<file path="src/rtl/smr_pkg.sv">
package smr_pkg;

    localparam int ADDR_W     = 6;
    localparam int DATA_W     = 8;
    localparam int STAT_BYTES = 3;
    localparam int NUM_MEAS   = 2;
    localparam int MEAS_W     = 10;
    localparam int MEAS_BASE  = 3;

    localparam int STAT_W = STAT_BYTES * DATA_W;
    localparam int IDX_W  = (STAT_BYTES > NUM_MEAS) ? $clog2(STAT_BYTES) : $clog2(NUM_MEAS);

    typedef logic [ADDR_W-1:0] addr_t;
    typedef logic [DATA_W-1:0] byte_t;
    typedef logic [MEAS_W-1:0] meas_t;

    localparam addr_t STAT_END = addr_t'(STAT_BYTES);
    localparam addr_t MEAS_A   = addr_t'(MEAS_BASE);
    localparam addr_t MEAS_END = addr_t'(MEAS_BASE + 2 * NUM_MEAS);

    typedef enum logic [1:0] {
        SEL_NONE,
        SEL_STAT,
        SEL_MHI,
        SEL_MLO
    } sel_e;

    typedef struct packed {
        logic             act;
        sel_e             sel;
        logic [IDX_W-1:0] idx;
    } rd_dec_t;

    function automatic rd_dec_t decode(addr_t a);
        rd_dec_t d;
        addr_t   off;
        d.act = 1'b1;
        d.sel = SEL_NONE;
        d.idx = '0;
        off   = a - MEAS_A;
        if (a < STAT_END) begin
            d.sel = SEL_STAT;
            d.idx = a[IDX_W-1:0];
        end else if (a >= MEAS_A && a < MEAS_END) begin
            d.idx = IDX_W'(off >> 1);
            d.sel = off[0] ? SEL_MLO : SEL_MHI;
        end
        return d;
    endfunction

    function automatic byte_t hi_byte(meas_t v);
        byte_t b;
        b = '0;
        b[MEAS_W-DATA_W-1:0] = v[MEAS_W-1:DATA_W];
        return b;
    endfunction

    function automatic byte_t lo_byte(meas_t v);
        return v[DATA_W-1:0];
    endfunction

endpackage

</file>
<file path="src/rtl/smr_rd_seq.sv">
module smr_rd_seq
    import smr_pkg::*;
(
    input  logic    clk,
    input  logic    rst,
    input  logic    rd_en,
    input  addr_t   rd_addr,
    output rd_dec_t dec
);
    logic  rd_en_q;
    addr_t cnt_q;
    addr_t ea;

    // a burst takes the host address only in its first cycle
    assign ea = (rd_en && !rd_en_q) ? rd_addr : cnt_q;

    always_ff @(posedge clk) begin
        if (rst) begin
            rd_en_q <= 1'b0;
            cnt_q   <= '0;
        end else begin
            rd_en_q <= rd_en;
            if (rd_en) cnt_q <= ea + addr_t'(1);
        end
    end

    always_comb begin
        dec     = decode(ea);
        dec.act = rd_en;
    end
endmodule

</file>
<file path="src/rtl/smr_stat_bank.sv">
module smr_stat_bank
    import smr_pkg::*;
#(
    parameter int NBYTES = STAT_BYTES,
    localparam int W     = NBYTES * DATA_W
) (
    input  logic              clk,
    input  logic              rst,
    input  logic [W-1:0]      evt,
    input  logic [W-1:0]      mask,
    input  logic [NBYTES-1:0] clr,
    output logic [W-1:0]      status,
    output logic              chk_n
);
    byte_t st_q [NBYTES];

    for (genvar g = 0; g < NBYTES; g++) begin : g_byte
        always_ff @(posedge clk) begin
            if (rst) st_q[g] <= '0;
            else     st_q[g] <= (clr[g] ? '0 : st_q[g]) | evt[g*DATA_W +: DATA_W];
        end
        assign status[g*DATA_W +: DATA_W] = st_q[g];
    end

    assign chk_n = ~|(status & ~mask);
endmodule

</file>
<file path="src/rtl/smr_meas_chan.sv">
module smr_meas_chan
    import smr_pkg::*;
(
    input  logic  clk,
    input  logic  rst,
    input  logic  upd,
    input  meas_t val,
    input  logic  cap,
    output meas_t live,
    output meas_t held
);
    always_ff @(posedge clk) begin
        if (rst) begin
            live <= '0;
            held <= '0;
        end else begin
            if (upd) live <= val;
            if (cap) held <= live;
        end
    end
endmodule

</file>
<file path="src/rtl/stat_meas_rdport.sv">
module stat_meas_rdport
    import smr_pkg::*;
(
    input  logic                             clk,
    input  logic                             rst,
    input  logic                             rd_en,
    input  logic [ADDR_W-1:0]                rd_addr,
    input  logic [STAT_W-1:0]                evt,
    input  logic [STAT_W-1:0]                irq_mask,
    input  logic [NUM_MEAS-1:0]              meas_upd,
    input  logic [NUM_MEAS-1:0][MEAS_W-1:0]  meas_val,
    output logic [DATA_W-1:0]                rd_data,
    output logic                             rd_vld,
    output logic                             chk_n
);
    rd_dec_t                   dec;
    logic [STAT_W-1:0]         status_q;
    logic [STAT_BYTES-1:0]     rd_clr;
    logic [NUM_MEAS-1:0]       cap;
    meas_t                     live [NUM_MEAS];
    meas_t                     held [NUM_MEAS];
    byte_t                     nxt;

    smr_rd_seq u_seq (
        .clk     (clk),
        .rst     (rst),
        .rd_en   (rd_en),
        .rd_addr (rd_addr),
        .dec     (dec)
    );

    for (genvar j = 0; j < STAT_BYTES; j++) begin : g_clr
        assign rd_clr[j] = dec.act && dec.sel == SEL_STAT && dec.idx == IDX_W'(j);
    end

    smr_stat_bank #(.NBYTES(STAT_BYTES)) u_stat (
        .clk    (clk),
        .rst    (rst),
        .evt    (evt),
        .mask   (irq_mask),
        .clr    (rd_clr),
        .status (status_q),
        .chk_n  (chk_n)
    );

    for (genvar i = 0; i < NUM_MEAS; i++) begin : g_meas
        assign cap[i] = dec.act && dec.sel == SEL_MHI && dec.idx == IDX_W'(i);
        smr_meas_chan u_chan (
            .clk  (clk),
            .rst  (rst),
            .upd  (meas_upd[i]),
            .val  (meas_val[i]),
            .cap  (cap[i]),
            .live (live[i]),
            .held (held[i])
        );
    end

    // read byte select: upper half from live value, lower half from snapshot
    always_comb begin
        nxt = '0;
        unique case (dec.sel)
            SEL_STAT: begin
                for (int i = 0; i < STAT_BYTES; i++)
                    if (dec.idx == IDX_W'(i)) nxt = status_q[i*DATA_W +: DATA_W];
            end
            SEL_MHI: begin
                for (int i = 0; i < NUM_MEAS; i++)
                    if (dec.idx == IDX_W'(i)) nxt = hi_byte(live[i]);
            end
            SEL_MLO: begin
                for (int i = 0; i < NUM_MEAS; i++)
                    if (dec.idx == IDX_W'(i)) nxt = lo_byte(held[i]);
            end
            default: nxt = '0;
        endcase
    end

    always_ff @(posedge clk) begin
        if (rst) begin
            rd_data <= '0;
            rd_vld  <= 1'b0;
        end else begin
            rd_data <= dec.act ? nxt : '0;
            rd_vld  <= dec.act;
        end
    end
endmodule

</file>
<file path="config.mk">
export PLATFORM = sky130hd
export DESIGN_NAME = stat_meas_rdport
export DESIGN_NICKNAME = d
export VERILOG_FILES = /design/src/rtl/smr_pkg.sv /design/src/rtl/smr_rd_seq.sv /design/src/rtl/smr_stat_bank.sv /design/src/rtl/smr_meas_chan.sv /design/src/rtl/stat_meas_rdport.sv
export SDC_FILE = /design/constraint.sdc
export NUM_CORES = 1
export LEC_CHECK = 0
export BUFFER_PORTS_ARGS = -buffer_cell sky130_fd_sc_hd__buf_4
export CAP_MARGIN = 25
export CORE_ASPECT_RATIO = 0.6
export CORE_MARGIN = 1.5
export CORE_UTILIZATION = 43
export CTS_CLUSTER_DIAMETER = 60
export DETAILED_ROUTE_END_ITERATION = 10
export PLACE_DENSITY_LB_ADDON = 0.1
export SYNTH_ARGS = -nofsm -noshare
export SYNTH_HDL_FRONTEND = slang
export SYNTH_HIERARCHICAL = 1
export SYNTH_SLANG_ARGS = --single-unit
</file>
<file path="constraint.sdc">
create_clock -name clk -period 4.2 [get_ports clk]
set_input_delay 0.21 -clock clk [delete_from_list [all_inputs] [get_ports clk]]
set_output_delay 0.21 -clock clk [all_outputs]
set_load 0.02 [all_outputs]
</file>
==> Word-level counts from Yosys, hierarchy flattened <==
Memory sizes are Yosys's and may differ from the RTL's.
Index checks and enable logic that the tools add are counted.
{ "word_totals": {"regBits": 51, "mem_bits_ro": 0, "mem_count": 1, "input_bits": 79, "output_inout_bits": 10, "wordCells": 62, "latchBits": 0, "mem_bits_rw": 24} }
{ "memory_table": {"columns": ["memory", "words", "word_bits", "rd", "rd_ports_with_merged_regs", "wr", "line", "source"], "rows": [
  ["u_stat.st_q", 3, 8, 3, 0, 3, "smr_stat_bank.sv:15", "byte_t st_q [NBYTES];"]
]} }
{ "classes": {"n_addsub": 2, "n_reduce_logical": 14, "shifts": 0, "n_mux": 21, "n_eq_ne": 5, "magnitude_cmp": 3, "n_mul": 0, "bitwise_logic": 9, "div": 0} }
{ "ops": {"columns": ["cell", "n"], "rows": [
  ["$mux W8", 12],
  ["$and A24 B24 Y24", 1],
  ["$not A24 Y24", 1],
  ["$or A8 B8 Y8", 3],
  ["$pmux W8 S3", 1],
  ["$reduce_or A24 Y1", 1],
  ["$logic_and A1 B1 Y1", 9],
  ["$mux W4", 2],
  ["$add A6 B1 Y6 const B", 1],
  ["$eq A2 B2 Y1 const B", 3],
  ["$ge A6 B2 Y1 const B", 1],
  ["$lt A6 B2 Y1 const B", 1],
  ["$lt A6 B3 Y1 const B", 1],
  ["$mux W6", 1],
  ["$eq A2 B1 Y1 const B", 2],
  ["$mux W1", 4],
  ["$or A1 B1 Y1", 3],
  ["$sub A3 B2 Y3 const B", 1],
  ["$logic_not A1 Y1", 2],
  ["$logic_not A2 Y1", 1],
  ["$mux W2", 1],
  ["$reduce_or A2 Y1", 1],
  ["$not A1 Y1", 1]
]} }

==> Longest topological paths before layout <==
Gate-level depths: netlist (run 1).
{ "depth": {"word_depth": 13, "depth_mapped": 14, "mapped_depth_nobuf": 11} }

==> Cells and area by module <==
The synthesis (run 1) kept the hierarchy.
{ "modules_own_cells": {"columns": ["mod", "instances", "area_per_inst_um2", "cells_per_inst", "seq_area_each_um2"], "rows": [
  ["smr_meas_chan", 2, 705.7, 64, 400.4],
  ["smr_stat_bank", 1, 902.1, 117, 480.5],
  ["stat_meas_rdport", 1, 708.2, 82, 180.2],
  ["smr_rd_seq", 1, 584.3, 71, 140.1]
]} }

==> Least setup slack after synthesis (run 1) <==
OpenSTA, ideal clock, no wires.
{ "synth_timing": {"kind": "reg-to-reg", "start": "reg u_seq.rd_en_q", "end": "reg g_meas[1].u_chan.held[0]", "synth_period_minus_slack_ns": 3.010, "required_ns": 4.072, "stages_incl_launch_ff": 15, "path_buffers": 5, "setup_ns": 0.128, "arrival_ns": 2.882, "setup_slack_ns": 1.190, "cell_sequence": "dfxtp_1 nand2b_1 buf_6 mux2_4 ha_1 clkbuf_1 maj3_2 nor3_1 buf_6 clkbuf_1 nand2b_1 nor2_1 buf_6 mux2i_1 nor2_1"} }
{ "synth_lines": {"columns": ["item", "line", "source"], "rows": [
  ["start, declared", "smr_rd_seq.sv:10", "logic rd_en_q;"],
  ["start signal, assigned", "smr_rd_seq.sv:22", "rd_en_q <= rd_en;"],
  ["end signal, assigned", "smr_meas_chan.sv:18", "if (cap) held <= live;"],
  ["end, declared", "smr_meas_chan.sv:10", "output meas_t held"]
]} }

==> impl_results.md, run 1 <==
- Layout cells sized above 1: 26.5%
- Num CTS Buffers: 9
- WP data required: 4390 ps
- Largest net degree at the start of global routing: 68
- Switching Fraction: between 20 and 25%
- First-pass DRT Iterations: 4
- Int Pwr: 0.00139 W
- Max-Cap Viols: 0
- Min Tclk post-route: ~3300 ps
- Clk_skew: 5.10 ps
- Final hold vios: 0
- Highest Clock Rate: between 300 and 400 MHz
- First-pass GRT wire length: 13000 microns
- DRC: 0
- Fin crit share: between 70% and 80%
- Initial drt markers: about 130
- CTS H-tree depth: 3
- Switching power: 0.000448 W
- Maximum VDD drop: 0.000237 V
- Worst EP arrival: 3490 ps
- Die area: 0.00864 sq mm
- Row cnt: 25
- Cell area after synthesis: 0.00347 sq mm
- Worst-path clk slew: 60 ps
- HP Class: in2reg
- CP startpoint kind: flip-flop
- Crit. End Element: flip-flop
- Nets: 551
- Ys Warns: 6
- R2R Setup Slk: 900 ps
- WL final: between 8000 and 9000 microns
- # port buffers: 88
- CTS tree: done
- Setup violations, final: 0
- Clk pwr share: 41.7%
- Synthesized instance count: 386
- Tot GR Track Use: 19.7%
- Hold Slack: 83.5 ps
- Clock sink total: 76
- N_diodes: 0
- Initial antenna violation count: 0
- Post-cts resize count: 0
- Multi-input logic area: about 0.0017 sq mm
- DR vias: a little under 3000
- Routability congestion estimate: 0.841
- Via/cell ratio: 5.03
- Normalized max-slew margin: a little under three fifths
- Worst skew pair latency: approximately 330 ps
- Syn nets: 466
- Hold_buf cts: 0
- Clock Path Buffers: 2
- HPWL Detailed: 6250 microns
- Die W: 119 microns
- Outcome: complete, no violations
- Fill count: 734
- Worst Tran Pin Value: 673 ps
- CP Max Fanout: 11
- Vias in the first global route: 2518
- Setup_tns: 0 ps
- Wire per inst: 14.2 microns
- Power Dens Cells: about 400 mW/mm^2
- Leak Pwr: approximately 2.0 nW
- P&R area growth vs syn: 29.0%
- RSZ-0062 raised after global routing: false
- CP Class: reg2reg
- Die span in y: 72.6 microns
- Post CTS Setup Buffer Count: 0
- Clock Tree Root: clkbuf_16
- Final ANT Viol Nets: 0
- Fin. max-slew vios: 0
- Grt ovf: 0
- Seq pwr share: 43.0%
- Core box area: 0.00785 sq mm
- Hold depth: 3
- FF/Latch Area: 0.00152 sq mm
- Initial Util: 44.2%
- I/O pins: 89
- Reg2reg path depth: 10
- Combinational power share: between 10% and 20%
- Final total power: 0.00184 W
- Post-Syn Area per Cell: 8.99 sq um
## cell type report
cell class / count / share of cell area, %
multi-input cells: 259 / 37.9
flip-flops and latches: 76 / 34.0
repair buffers: 93 / 15.6
clock buffers: 12 / 5.73
well taps: 108 / 3.02
inverters: 32 / 2.68
clock inverters: 4 / 1.06
## path summary, 6_finish.rpt
kind,start,endpoint
worst min-delay path,evt[19],u_stat/st_q[2][3]$_SDFF_PP0_
worst max register to register,u_seq/rd_en_q$_SDFF_PP0_,u_stat/st_q[2][7]$_SDFF_PP0_
worst max-delay path,u_seq/rd_en_q$_SDFF_PP0_,u_stat/st_q[2][7]$_SDFF_PP0_
worst min register to register,g_meas[1].u_chan/live[0]$_SDFFE_PP0P_,g_meas[1].u_chan/live[0]$_SDFFE_PP0P_
## power by group through the flow
stage                     Combinational [W]  Sequential [W]  Clock, W
after global routing               0.000311        0.000796  0.000815
after floorplan                    0.000179        0.000802         0
final                              0.000280        0.000792  0.000768
after global placement             0.000278        0.000807         0
after CTS                          0.000282        0.000791  0.000783
after detailed placement           0.000281        0.000807         0
## registers in the layout (all words and copies together) (netlist names)
signal	cells
u_stat/st_q	24
g_meas.u_chan/live	20
g_meas.u_chan/held	16
rd_data	8
u_seq/cnt_q	6
rd_vld	1
u_seq/rd_en_q	1
## worst max-delay path, stage by stage (launching register included)
cell and delay [ps]:
dfxtp_1 420, nand2b_1 470, mux2_4 400, ha_1 340, maj3_1 390, nor2_1 350
nand3b_1 180, nor3b_1 210, inv_1 170, a21oi_1 190, nor2_1 50
## per-stage QoR
step	area, sq um	util (%)	setup WS (ps)	cells
2_1_floorplan	3470	-	1210	386
3_3_place_gp	4170	53.2	1020	568
3_5_place_dp	4170	53.2	920	568
4_1_cts	4480	57.0	904	584
5_1_grt	4480	57.0	561	584
6_report	4480	57.0	896	584
## cell usage in the layout (no fill, tap or decap), types with 2 or more instances in the layout
master and instances:
dfxtp_1 76, inv_1 32, a21oi_1 35, o21ai_0 15, nand2_1 10, nand2b_1 5
nor2b_2 2, nor3_1 3, nand3b_1 4, nor2_1 68, clkinv_2 2, nor4_1 4
clkbuf_8 2, nand4_1 3, nor3b_1 3, and2_1 2, and3_1 7, nand3_1 2
clkbuf_16 9, o22ai_1 12, nor3_2 2, mux2_2 7, buf_4 93, a2111oi_0 2
mux2_4 2, mux2i_1 56
## layer usage
layer	global-route usage [%]	share of wire, %
met5	0	0
met3	6.25	7.2
met1	32.0	55
met4	4.82	0.53
met2	24.0	37
Power figures use the tool's default switching activity.
==> inputs of run 2 (changes only) <==
==> constraint.sdc (replaced) <==
create_clock -name clk -period 2.7 [get_ports clk]
set_input_delay 0.135 -clock clk [delete_from_list [all_inputs] [get_ports clk]]
set_output_delay 0.135 -clock clk [all_outputs]
set_load 0.02 [all_outputs]
==> impl_results.md, run 2 (synthesized netlist as in run 1, its figures left out) <==
- Routability congestion estimate: 0.817 (-2.9%)
- Via/cell ratio: 5.08 (+0.90%)
- Clk_skew: 2.48 ps (-2.62 ps)
- Fin. max-slew vios: 0 (unchanged)
- CP Class: reg2reg
- CTS tree: done
- Row cnt: 25 (unchanged)
- Power Dens Cells: 633 mW/mm^2 (+54%)
- Clock sink total: 76 (unchanged)
- Regs by FF count: u_stat/st_q: 24 flops, g_meas.u_chan/live: 20 flops, g_meas.u_chan/held: 16 flops
- Initial antenna violation count: 0 (unchanged)
- Clock Tree Root: clkbuf_16
- Leak Pwr: 2.10 nW (+6.9%)
- N_diodes: 0 (unchanged)
- Setup_tns: 0 ps (unchanged)
- DR vias: 3071 (+4.5%)
- Num CTS Buffers: 9 (unchanged)
- Cell area after placement: 0.00427 sq mm (+2.3%)
- HP Class: in2reg
- Normalized max-slew margin: 71.2% (+16 points)
- Vias in the first global route: 2847 (+13%)
- Switching power: 0.000759 W (+69%)
- Wire per inst: 15.1 microns (+6.2%)
- Post-route cell area: 0.00479 sq mm (+7.0%)
- P&R area growth vs syn: 38.1%
- Nets: 572 (+3.8%)
- Seq pwr share: 40.6% (-2.4 points)
- Fin crit share: 96.8% (+18 points)
- CTS H-tree depth: 3 (unchanged)
- Worst-path clk slew: 60 ps (about the same)
- DRC: 0 (unchanged)
- Max reg flops: 24 (unchanged)
- Switching Fraction: 25.0% (+0.66 points)
- Final hold vios: 0 (unchanged)
- Max-Cap Viols: 0 (unchanged)
- Die area: 0.00864 sq mm (unchanged)
- Hold Slack: 8.46 ps (-75.0 ps)
- HPWL Detailed: 6490 microns (+3.8%)
- Initial drt markers: 169 (+26%)
- Core box area: 0.00785 sq mm (unchanged)
- Min Tclk post-route: 2610 ps (-689 ps)
- Worst skew pair latency: 340 ps (about the same)
- # port buffers: 88 (unchanged)
- Largest net degree at the start of global routing: 42 (-38%)
- First-pass GRT wire length: 14200 microns (+9.6%)
- Hold depth: 3 (unchanged)
- Clock Path Buffers: 2 (unchanged)
- I/O pins: 89 (unchanged)
- Die span in y: 72.6 microns (unchanged)
- CP startpoint kind: flip-flop
- CP Max Fanout: 12 (+1)
- Crit. End Element: flip-flop
- Highest Clock Rate: 383 MHz (+26%)
- Worst EP arrival: 2840 ps (-650 ps)
- Final ANT Viol Nets: 0 (unchanged)
- Fill count: 700 (-4.6%)
- Int Pwr: 0.00227 W (+63%)
- Reg2reg path depth: 12 (+2)
- Clk pwr share: 41.8% (about the same)
- Biggest register: u_stat/st_q
- Setup violations, final: 0 (unchanged)
- First-pass DRT Iterations: 4 (unchanged)
- Combinational power share: 17.6% (+2.4 points)
- Grt ovf: 0 (unchanged)
- Worst Tran Pin Value: 433 ps (-240 ps)
- Initial Util: 44.2% (unchanged)
- Maximum VDD drop: 0.000317 V (+34%)
- Leading cell type in the layout, fill and taps excluded: buf_4
- Outcome: complete, no violations
- Commonest non-fill, non-tap cells in the layout: buf_4 (99), dfxtp_1 (75), nor2_1 (66)
- Die W: 119 microns (unchanged)
- WP data required: 2930 ps (-1460 ps)
- Tot GR Track Use: 21.7% (+2.0 points)
- Layout cells sized above 1: 30.0% (+3.5 points)
- WL final: 9120 microns (+10%)
==> run 2: cell count changes in the layout (fill, tap and decap cells not counted), moves of 2 or more <==
| cell | change |
|---|---|
| nor2_1 | -2 |
| nor2_2 | +2 |
| buf_6 | +3 |
| buf_4 | +6 |
| dlygate4sd3_1 | +8 |
| clkbuf_8 | -2 |
| clkbuf_16 | +2 |
| buf_12 | +2 |
==> run 2: path summary, 6_finish.rpt <==
path	slack, ps	to	startpoint
min	8	u_stat/st_q[0][7]$_SDFF_PP0_	evt[7]
max	90	rd_data[7]$_SDFF_PP0_	u_seq/rd_en_q$_SDFF_PP0_
min reg2reg	490	g_meas[1].u_chan/live[5]$_SDFFE_PP0P_	g_meas[1].u_chan/live[5]$_SDFFE_PP0P_
max reg2reg	90	rd_data[7]$_SDFF_PP0_	u_seq/rd_en_q$_SDFF_PP0_
==> run 2: what timing repair did <==
| item | 4_1_cts | 5_1_grt |
|---|---|---|
| buffers inserted | 0 | 3 |
| gates resized for setup | 1 | 11 |
| setup endpoints to repair | 1 | 40 |
| hold endpoints to repair | 8 | 0 |
| hold buffers | 8 | 0 |
| cloned | 0 | 2 |
| pin swaps | 0 | 2 |
==> run 2: through the flow <==
stage | instances | worst slack, ps | util [%] | total power (W)
after floorplan | 386 | -0.867 | - | 0.00154
after global placement | 576 | 89.0 | 54.4 | 0.00171
after detailed placement | 576 | 6.40 | 54.4 | 0.00172
after CTS | 600 | 34.3 | 59.5 | 0.00301
after global routing | 605 | -40.2 | 61.0 | 0.00317
final | 605 | 85.8 | 61.0 | 0.00303
==> run 2: area by class of cell <==
class	instances	area, sq um	area share (%)
timing repair buffer	114	947	19.8
clock buffer	9	225	4.70
multi-input combinational	259	1750	36.5
inverter	32	120	2.51
tap	108	135	2.82
sequential	76	1520	31.8
clock inverter	7	91.3	1.91
==> run 2: routing by layer <==
| layer | vias up | track usage (%) | routed length [microns] |
|---|---|---|---|
| met5 | - | 0 | 0 |
| met3 | 8 | 7.34 | 561 |
| met2 | 87 | 32.7 | 3860 |
| li1 | 1548 | - | - |
| met4 | 0 | 6.56 | 72 |
| met1 | 1428 | 29.5 | 4620 |
==> run 2: worst max-delay path: stages, from the launching register on <==
cell	delay [ps]
dfxtp_2	320
nand2b_4	150
mux2_2	370
ha_4	270
inv_1	40
maj3_2	330
nor3_4	210
buf_4	150
buf_6	100
clkbuf_16	150
mux2i_1	160
o21ai_0	80
and3_1	180
==> run 2: power groups by stage <==
stage / combinational [W] / sequential (W) / clock [W]
floorplan: 0.000291 / 0.00125 / 0
detailed placement: 0.000465 / 0.00125 / 0
global route: 0.000584 / 0.00124 / 0.00135
global placement: 0.000456 / 0.00125 / 0
CTS: 0.000479 / 0.00123 / 0.00130
finish: 0.000534 / 0.00123 / 0.00127
==> inputs of run 3 (changes only) <==
--- a/config.mk
+++ b/config.mk
@@ -7,9 +7,9 @@
 export LEC_CHECK = 0
 export BUFFER_PORTS_ARGS = -buffer_cell sky130_fd_sc_hd__buf_4
 export CAP_MARGIN = 25
-export CORE_ASPECT_RATIO = 0.6
+export CORE_ASPECT_RATIO = 0.8
 export CORE_MARGIN = 1.5
-export CORE_UTILIZATION = 43
+export CORE_UTILIZATION = 40
 export CTS_CLUSTER_DIAMETER = 60
 export DETAILED_ROUTE_END_ITERATION = 10
 export PLACE_DENSITY_LB_ADDON = 0.1
==> impl_results.md, run 3 (synthesized netlist as in run 1, its figures left out) <==
- Regs by FF count: u_stat/st_q: 24 flops, g_meas.u_chan/live: 20 flops, g_meas.u_chan/held: 16 flops
- Leading cell type in the layout, fill and taps excluded: buf_4
- Reg-to-reg critical path endpoint: g_meas[1].u_chan/held[5]$_SDFFE_PP0P_
- Num CTS Buffers: 9 (unchanged)
- Die span in y: 86.3 microns (+19%)
- First-pass DRT Iterations: 4 (unchanged)
- Final ANT Viol Nets: 0 (unchanged)
- Max-Cap Viols: 0 (unchanged)
- GRT met3 Usage: 5.04% (-2.3 points)
- Hold Path End: u_stat/st_q[0][0]$_SDFF_PP0_
- Setup violations, final: 0 (unchanged)
- Reg2reg path depth: 12 (unchanged)
- Initial antenna violation count: 0 (unchanged)
- WL final: 8890 microns (-2.5%)
- CTS H-tree depth: 3 (unchanged)
- Core box area: 0.00845 sq mm (+7.6%)
- Met2 usage: 32.4% (-0.32 points)
- Final hold vios: 0 (unchanged)
- Crit. End Element: flip-flop
- FF/Latch Area: 0.00152 sq mm (unchanged)
- Initial drt markers: 124 (-27%)
- Fin crit share: 94.2% (-2.6 points)
- Fill count: 800 (+14%)
- DP Cell Count: 580 (+0.69%)
- Worst skew pair latency: 340 ps (about the same)
- Fin cells: 618 (+2.1%)
- Grt ovf: 0 (unchanged)
- Min-delay src: evt[0]
- Leak Pwr: 2.07 nW (-1.4%)
- Die area: 0.00925 sq mm (+7.1%)
- Row cnt: 30 (+20%)
- DRC: 0 (unchanged)
- Largest net degree at the start of global routing: 43 (+2.4%)
- DP Worst Slack: 74.7 ps (+68.3 ps)
- Worst Tran Pin Value: 469 ps (+36.1 ps)
- GR Util met1: 26.1% (-3.4 points)
- WP data required: 2920 ps (about the same)
- Worst reg2reg path startpoint: u_seq/rd_en_q$_SDFF_PP0_
- CP Class: reg2reg
- Post-layout util: 56.0% (-5.0 points)
- Initial Util: 41.1% (-3.1 points)
- Commonest non-fill, non-tap cells in the layout: buf_4 (99), dfxtp_1 (75), nor2_1 (66)
- I/O pins: 89 (unchanged)
- Power Dens Cells: 560 mW/mm^2 (-12%)
- Hold depth: 3 (unchanged)
- Vias in the first global route: 2949 (+3.6%)
- Worst-path clk slew: 80 ps (+20 ps)
- Layout cells sized above 1: 28.1% (-1.9 points)
- First-pass GRT wire length: 14100 microns (-0.97%)
- Outcome: complete, no violations
- Wire per inst: 14.4 microns (-4.5%)
- Biggest register: u_stat/st_q
- Final total power: 0.00265 W (-13%)
- Multi-input logic area: 0.00173 sq mm (-1.1%)
- Tot GR Track Use: 19.5% (-2.1 points)
- Worst setup margin: 156 ps (+70.6 ps)
- Clock Tree Root: clkbuf_8
- Min Tclk post-route: 2540 ps (-70.6 ps)
- CP startpoint kind: flip-flop
- Most crowded layer after global routing: met2
- Normalized max-slew margin: 68.7% (-2.5 points)
- # port buffers: 88 (unchanged)
- HP Class: in2reg
- CP Max Fanout: 8 (-4)
- Clock Path Buffers: 2 (unchanged)
- Clock sink total: 76 (unchanged)
- R2R Setup Slk: 160 ps (+70 ps)
- CTS tree: done
- Worst EP arrival: 2760 ps (-80 ps)
- Routability congestion estimate: 0.827 (+1.2%)
- Maximum VDD drop: 0.000238 V (-25%)
- Highest Clock Rate: 393 MHz (+2.8%)
- Nets: 582 (+1.7%)
- Die W: 107 microns (-10%)
- P&R area growth vs syn: 36.3%
- DR vias: 3019 (-1.7%)
- N_diodes: 0 (unchanged)
- Via/cell ratio: 4.89 (-3.8%)
- Fin. max-slew vios: 0 (unchanged)
- Clk_skew: 12.8 ps (+10.3 ps)
- Setup_tns: 0 ps (unchanged)
- Max reg flops: 24 (unchanged)
- HPWL Detailed: 6400 microns (-1.4%)
run 3: cell types whose count changed in the layout (fill, tap and decap cells not counted), sizes merged:
cell / change
dlygate4sd3: +12
clkbuf: -1
clkinv: -2
run 3: metrics by stage:
stage	hold WS (ps)	area [sq um]
after global routing	7.01	4730
after floorplan	207	3510
after global placement	337	4270
final	19.3	4730
after detailed placement	346	4270
after CTS	2.90	4680
run 3: final cells by class:
class | count | area share [%]
clock buffer | 10 | 2.70
timing repair buffer | 124 | 21.4
clock inverter | 5 | 1.64
tap | 112 | 2.96
sequential | 76 | 32.2
multi-input combinational | 259 | 36.6
inverter | 32 | 2.54
run 3: worst max-delay path by stage:
stage / from / end / slack [ps] / depth (start not counted)
finish: u_seq/rd_en_q$_SDFF_PP0_ / g_meas[1].u_chan/held[5]$_SDFFE_PP0P_ / 160 / 12
global route: u_seq/rd_en_q$_SDFF_PP0_ / g_meas[1].u_chan/held[6]$_SDFFE_PP0P_ / -20 / 12
CTS: u_seq/rd_en_q$_SDFF_PP0_ / g_meas[1].u_chan/held[5]$_SDFFE_PP0P_ / 40 / 12
detailed placement: u_seq/rd_en_q$_SDFF_PP0_ / g_meas[1].u_chan/held[4]$_SDFFE_PP0P_ / 70 / 12
global placement: u_seq/rd_en_q$_SDFF_PP0_ / g_meas[1].u_chan/held[1]$_SDFFE_PP0P_ / 160 / 12
floorplan: u_seq/rd_en_q$_SDFF_PP0_ / g_meas[1].u_chan/held[0]$_SDFFE_PP0P_ / -0.9 / 14
run 3: critical path: stages (launching register included):
cell and delay (ps):
dfxtp_2 320, nand2b_4 150, mux2_4 320, ha_1 300, inv_1 50, maj3_2 320, nor3_4 150, buf_6 160
nand2b_1 90, nor2_2 130, buf_6 170, mux2i_1 210, nor2_1 50
run 3: layer usage:
layer | routed length, microns | part of all wire (%)
met1 | 4280 | 48
met2 | 4060 | 46
met3 | 501 | 5.6
met4 | 48 | 0.54
met5 | 0 | 0
run 3: where the power goes:
part | total [W] | internal (W) | switching (W)
Sequential | 0.00123 | 0.00118 | 0.0000450
Clock | 0.000912 | 0.000512 | 0.000399
Combinational | 0.000509 | 0.000268 | 0.000241
Total | 0.00265 | 0.00196 | 0.000685
run 3: repair_timing:
| item | CTS | global route |
|---|---|---|
| resized for setup | 0 | 6 |
| buffers inserted | 0 | 2 |
| hold buffers | 20 | 0 |
| endpoints found under the setup margin | 0 | 26 |
| hold endpoints to repair | 20 | 0 |
